--- config.mk ---
export PLATFORM = sky130hd
export DESIGN_NAME = aai_flash_writer
export DESIGN_NICKNAME = d
export VERILOG_FILES = /design/src/rtl/aai_flash_writer.sv
export SDC_FILE = /design/constraint.sdc
export NUM_CORES = 1
export LEC_CHECK = 0
export BUFFER_PORTS_ARGS = -buffer_cell sky130_fd_sc_hd__buf_2
export CELL_PAD_IN_SITES_DETAIL_PLACEMENT = 1
export CELL_PAD_IN_SITES_GLOBAL_PLACEMENT = 1
export CORE_UTILIZATION = 45
export DETAILED_ROUTE_END_ITERATION = 12
export PLACE_DENSITY_LB_ADDON = 0.1
export SETUP_SLACK_MARGIN = 0.1
export SLEW_MARGIN = 20
export SYNTH_ARGS = -nofsm -noshare
export SYNTH_HDL_FRONTEND = slang
export SYNTH_SLANG_ARGS = --single-unit
--- constraint.sdc ---
create_clock -name clk -period 3.6 [get_ports clk]
set_input_delay 0.72 -clock clk [delete_from_list [all_inputs] [get_ports clk]]
set_output_delay 0.72 -clock clk [all_outputs]
set_load 0.02 [all_outputs]
--- src/rtl/aai_flash_writer.sv ---
module aai_flash_writer #(
  parameter int CLK_DIV   = 2,
  parameter int MAX_POLLS = 64,
  parameter int LEN_W     = 16
) (
  input  logic             clk,
  input  logic             rst_n,
  input  logic             start,
  input  logic [23:0]      start_addr,
  input  logic [LEN_W-1:0] byte_count,
  input  logic             hw_mode,
  input  logic [7:0]       in_data,
  input  logic             in_valid,
  output logic             in_ready,
  output logic             busy,
  output logic             done,
  output logic             error,
  output logic             sck,
  output logic             cs_n,
  output logic             mosi,
  input  logic             miso
);

  localparam int GAP_CYC = 2 * CLK_DIV;
  localparam int HALF_W  = $clog2(CLK_DIV) + 1;
  localparam int GAP_W   = $clog2(GAP_CYC + 1);
  localparam int POLL_W  = $clog2(MAX_POLLS + 1);

  typedef enum logic [3:0] {
    IDLE, EN70, WREN, FETCH, GAP, XFER, HWS, POLL, EVAL, WRDI, DIS80, FIN
  } st_t;

  st_t              st, ret, okst;
  logic [47:0]      sh;
  logic [5:0]       nb;
  logic [7:0]       rx, d0;
  logic             sck_q, cs_q, hwf, hw, first, have0, err, rdy;
  logic [HALF_W-1:0] dcnt;
  logic [GAP_W-1:0] gcnt;
  logic [POLL_W-1:0] polls;
  logic [LEN_W-1:0] rem;
  logic [23:0]      addr;

  wire [7:0] wd0   = have0 ? d0 : in_data;
  wire [7:0] wd1   = have0 ? in_data : 8'hFF;
  wire       ready = hw ? rdy : !rx[0];

  assign in_ready = (st == FETCH);
  assign busy     = (st != IDLE);
  assign done     = (st == FIN);
  assign error    = err;
  assign sck      = sck_q;
  assign cs_n     = cs_q;
  assign mosi     = sh[47];

  always_ff @(posedge clk or negedge rst_n) begin
    if (!rst_n) begin
      st <= IDLE; ret <= IDLE; okst <= IDLE;
      sh <= '0; nb <= '0; rx <= '0; d0 <= '0;
      sck_q <= 1'b0; cs_q <= 1'b1; hwf <= 1'b0; hw <= 1'b0;
      first <= 1'b0; have0 <= 1'b0; err <= 1'b0; rdy <= 1'b0;
      dcnt <= '0; gcnt <= '0; polls <= '0; rem <= '0; addr <= '0;
    end else begin
      case (st)
        IDLE: if (start) begin
          hw <= hw_mode; addr <= start_addr; rem <= byte_count;
          first <= 1'b1; have0 <= 1'b0;
          if (start_addr[0] || byte_count == '0) begin
            err <= 1'b1; st <= FIN;
          end else begin
            err <= 1'b0; st <= hw_mode ? EN70 : WREN;
          end
        end
        EN70: begin
          sh <= {8'h70, 40'h0}; nb <= 6'd8; ret <= WREN;
          hwf <= 1'b0; gcnt <= '0; st <= GAP;
        end
        WREN: begin
          sh <= {8'h06, 40'h0}; nb <= 6'd8; ret <= FETCH;
          hwf <= 1'b0; gcnt <= '0; st <= GAP;
        end
        FETCH: if (in_valid) begin
          if (!have0 && rem != LEN_W'(1)) begin
            d0 <= in_data; have0 <= 1'b1;
          end else begin
            sh <= first ? {8'hAD, addr, wd0, wd1} : {8'hAD, wd0, wd1, 24'h0};
            nb <= first ? 6'd48 : 6'd24;
            first <= 1'b0; have0 <= 1'b0;
            rem <= rem - ((rem == LEN_W'(1)) ? LEN_W'(1) : LEN_W'(2));
            okst <= (rem <= LEN_W'(2)) ? WRDI : FETCH;
            polls <= '0; ret <= POLL; hwf <= 1'b0; gcnt <= '0; st <= GAP;
          end
        end
        GAP: begin
          if (gcnt == GAP_W'(GAP_CYC - 1)) begin
            cs_q <= 1'b0; gcnt <= '0; dcnt <= '0;
            st <= hwf ? HWS : XFER;
          end else gcnt <= gcnt + 1'b1;
        end
        XFER: begin
          if (dcnt == HALF_W'(CLK_DIV - 1)) begin
            dcnt <= '0;
            if (!sck_q) begin
              sck_q <= 1'b1; rx <= {rx[6:0], miso};
            end else begin
              sck_q <= 1'b0;
              if (nb == 6'd1) begin
                cs_q <= 1'b1; st <= ret;
              end else begin
                sh <= {sh[46:0], 1'b0}; nb <= nb - 1'b1;
              end
            end
          end else dcnt <= dcnt + 1'b1;
        end
        HWS: begin
          if (gcnt == GAP_W'(GAP_CYC - 1)) begin
            rdy <= miso; cs_q <= 1'b1; st <= EVAL;
          end else gcnt <= gcnt + 1'b1;
        end
        POLL: begin
          gcnt <= '0; st <= GAP;
          if (hw) hwf <= 1'b1;
          else begin
            sh <= {8'h05, 40'h0}; nb <= 6'd16; ret <= EVAL; hwf <= 1'b0;
          end
        end
        EVAL: begin
          if (ready) st <= okst;
          else if (polls == POLL_W'(MAX_POLLS - 1)) begin
            err <= 1'b1; st <= (okst == DIS80) ? DIS80 : WRDI;
          end else begin
            polls <= polls + 1'b1; st <= POLL;
          end
        end
        WRDI: begin
          sh <= {8'h04, 40'h0}; nb <= 6'd8;
          ret <= err ? DIS80 : POLL; okst <= DIS80; polls <= '0;
          hwf <= 1'b0; gcnt <= '0; st <= GAP;
        end
        DIS80: begin
          if (hw) begin
            sh <= {8'h80, 40'h0}; nb <= 6'd8; ret <= FIN;
            hwf <= 1'b0; gcnt <= '0; st <= GAP;
          end else st <= FIN;
        end
        FIN:     st <= IDLE;
        default: st <= IDLE;
      endcase
    end
  end

  logic [GAP_W-1:0] hi_cnt;
  always_ff @(posedge clk or negedge rst_n) begin
    if (!rst_n) hi_cnt <= GAP_W'(GAP_CYC);
    else if (!cs_q) hi_cnt <= '0;
    else if (hi_cnt != GAP_W'(GAP_CYC)) hi_cnt <= hi_cnt + 1'b1;
  end

  a_r2_sck_idle_low: assert property (@(posedge clk) disable iff (!rst_n)
    cs_n |-> !sck);
  a_r2_mosi_steady_high: assert property (@(posedge clk) disable iff (!rst_n)
    (sck && $past(sck)) |-> $stable(mosi));
  a_r2_cs_gap: assert property (@(posedge clk) disable iff (!rst_n)
    $fell(cs_n) |-> (hi_cnt >= GAP_W'(GAP_CYC)));
  a_r9_bad_start: assert property (@(posedge clk) disable iff (!rst_n)
    (start && !busy && (start_addr[0] || byte_count == '0)) |=> (done && error));
  a_r11_done_pulse: assert property (@(posedge clk) disable iff (!rst_n)
    done |=> (!done && !busy));
  a_r12_ready_cs_high: assert property (@(posedge clk) disable iff (!rst_n)
    in_ready |-> cs_n);

endmodule

==> results_dict.tcl <==
set metrics [dict create \
    ys_seq_elements 134 \
    grtUsageTotal_pct 26.9 \
    status "completed" \
    ant_nets 0 \
    final_cells 1066 \
    cp.arrival_ps 3530 \
    utilization_pct 53.6 \
    antenna_found_initial 0 \
    power_density_nw_per_um2 860 \
    ys_seq_area_share_pct 45.2 \
    pin_count 61 \
    grt_pass1_wl_um 35000 \
    design_area_um2 8580 \
    synth_top_area_share_pct 44.9 \
    cts_tree "done" \
    setup_viol 0 \
    r2r_slack_ps 370 \
    n_antenna_cell 0 \
    die-area_um2 17000 \
    num_rows 46 \
    synth_most_common_cell "nand2_1" \
    area_growth_pct 15.7 \
    fmax_ghz 0.309 \
    place_area_um2 7950 \
    syn-mean-instance-area_um2 9.49 \
    crit_path_end "rem[14]$_DFFE_PN0P_" \
    final-hold-violation-count 0 \
    first_pass_iters 4 \
    synthArstFlopShare_pct 100 \
    place_inst 1034 \
    grt_pass1_vias 6776 \
    end_kind "flop" \
    fin_skew_ps 11.8 \
    required_ps 3900 \
    worstPathMaxFanout 5 \
    overflow 0 \
    multi_input_area_um2 3770 \
    syn_inst 782 \
    path_clk_slew_ps 60 \
    viasPerCell 5.92 \
    synthDistinctLibCells 75 \
    r2r_cells 12 \
    maxSlewViolCount 0 \
    synth_common_cells "nand2_1, dfrtp_1, mux2_2" \
    vdd_drop_max_v 0.000444 \
    synth_edf_count 0 \
    core_um2 16000 \
    finalCritPeriodShare_pct 89.8 \
    start_kind "flop" \
    clk_latency_ps 430 \
    drive_gt1_share_pct 23.1 \
    postCtsSetupBuffers 0 \
    regArea_um2 3350 \
    fin_nets 900 \
    yosys_most_used_dff "dfrtp_1" \
    die_x_um 130 \
    worst-slew-pin-transition_ps 732 \
    htreeDepth 4 \
    r2r_end "rem[14]$_DFFE_PN0P_" \
    critPathLaunch "rem[12]$_DFFE_PN0P_" \
    p_leak_nw 3.85 \
    syn-num-nets 845 \
    drt_iter0_drc 281 \
    period_needed_ps 3230 \
    rsz0062_at_grt "false" \
    syn_area_um2 7420 \
    wirelength_um 21100 \
    timing.slew.headroom_pct 50.6 \
    worstSetupPathType "flop to flop" \
    worstReg2RegStart "rem[12]$_DFFE_PN0P_" \
    clk_path_buf_depth 2 \
    wl_per_cell_um 19.8 \
    drv_cap 0 \
    globalplace.congestion 0.863 \
    port-buffer-count 60 \
    finalSetupTns_ps 0 \
    hold_path.class "input port to asynchronous set/reset pin" \
    cts_buffers 17 \
    die_h_um 130 \
    power_mw 7.38 \
    drc_errors 0 \
    dp_hpwl_um 14600 \
    cts_root_buffer "clkbuf_16" \
    yosysWarningCount 0 \
    ys_top_cells_by_area "dfrtp_1, mux2_2, nand2_1" \
    yosys.area.top_type "dfrtp_1" \
    clock_sinks 134 \
    grt_max_degree 69 \
    nFillCells 1850 \
    via_count 6310 \
    start_util_pct 46.4 \
]
-- cell usage in the layout (no fill, tap or decap), types with 4 or more instances in the layout --
| master | Yosys | layout |
|---|---|---|
| or3_1 | 5 | 5 |
| nand3_1 | 13 | 13 |
| inv_1 | 18 | 18 |
| buf_2 | 9 | 59 |
| clkbuf_16 | 0 | 17 |
| nand4_1 | 7 | 7 |
| nor3_1 | 20 | 20 |
| nor2_1 | 44 | 41 |
| nor2b_1 | 9 | 9 |
| a22o_1 | 18 | 18 |
| clkinvlp_4 | 0 | 5 |
| o2bb2ai_1 | 5 | 5 |
| nand2b_1 | 15 | 15 |
| and2_1 | 4 | 4 |
| nor4_1 | 11 | 11 |
| nand2_1 | 137 | 137 |
| o41ai_1 | 6 | 6 |
| ha_1 | 8 | 8 |
| mux2i_1 | 21 | 21 |
| and3_1 | 4 | 4 |
| buf_4 | 3 | 22 |
| a21o_1 | 5 | 5 |
| mux2_2 | 62 | 62 |
| dfrtp_1 | 133 | 133 |
| or4_1 | 5 | 5 |
| o31ai_1 | 11 | 11 |
| o21ai_0 | 54 | 54 |
| a21oi_1 | 40 | 40 |
| a31oi_1 | 12 | 12 |
| a22oi_1 | 5 | 5 |
| nand3b_1 | 5 | 5 |
| nor2_2 | 1 | 4 |
-- registers in the layout, summed over array words and instances (netlist names), 4 cells and up --
name and count:
d0 8, nb 6, ret 4, addr 24, rem 16, polls 7
st 4, sh 48
-- power breakdown --
| group | internal (mW) | total, mW | switching [mW] | leakage, nW |
|---|---|---|---|---|
| combinational | 1.23 | 3.01 | 1.79 | 1.83 |
| sequential | 2.04 | 2.53 | 0.488 | 1.73 |
| clock | 1.13 | 1.84 | 0.702 | 0.289 |
-- worst max-delay path, stage by stage, from the launching register on --
cell       delay, ps
dfrtp_1          430
nor4_4           370
nand2_2          140
nor2_1           180
and3_1           290
ha_1             200
inv_1             50
fa_1             460
nor2_2           220
nand3_1          210
o31ai_1          280
nand3_1          120
o2bb2ai_1        140
-- worst min path at each step --
stage	from	end	slack [ps]
final	rst_n	rem[11]$_DFFE_PN0P_	300
after global routing	rst_n	rem[9]$_DFFE_PN0P_	360
after CTS	rst_n	rem[13]$_DFFE_PN0P_	330
after detailed placement	addr[4]$_DFFE_PN0P_	addr[4]$_DFFE_PN0P_	470
after global placement	addr[22]$_DFFE_PN0P_	addr[22]$_DFFE_PN0P_	460
after floorplan	rst_n	addr[0]$_DFFE_PN0P_	420
-- kinds of logic (layout without fill, tap and decap cells) --
group	Yosys count	after routing	share of synthesized area [%]
multiplexers	83	83	12.2
AND/OR/NAND/NOR	296	296	19.2
XOR/XNOR	2	2	0.236
AO/OA/AOI/OAI	192	192	17.4
flip-flops	134	134	45.2
buffers and inverters	66	134	4.05
adder cells (fa/ha/maj)	9	9	1.62
-- metal layers --
layer,GRT usage (%),vias to the layer above,share of wire [%]
li1,-,2941,-
met1,33.9,3207,44
met2,47.0,127,50
met3,3.91,35,3.3
met4,10.1,0,2.0
met5,0,-,0
-- final cells by class --
class / instances / share of cell area (%)
repair buffers: 83 / 5.73
multi-input cells: 582 / 43.9
well taps: 216 / 3.15
inverters: 19 / 0.831
clock buffers: 19 / 5.28
clock inverters: 13 / 2.00
flip-flops and latches: 134 / 39.1
-- per-stage QoR --
step	worst slack, ps	hold slack [ps]
finish	367	297
global route	114	361
CTS	307	329
detailed placement	374	468
global placement	538	460
floorplan	828	424
-- repair_timing --
| action | 4_1_cts | 5_1_grt |
|---|---|---|
| endpoints found under the setup margin | 0 | 1 |
| resized for setup | 0 | 1 |
| hold buffers | 0 | 0 |
| endpoints found under the hold margin | 0 | 0 |
No activity file was read; power rests on OpenSTA's default activity.
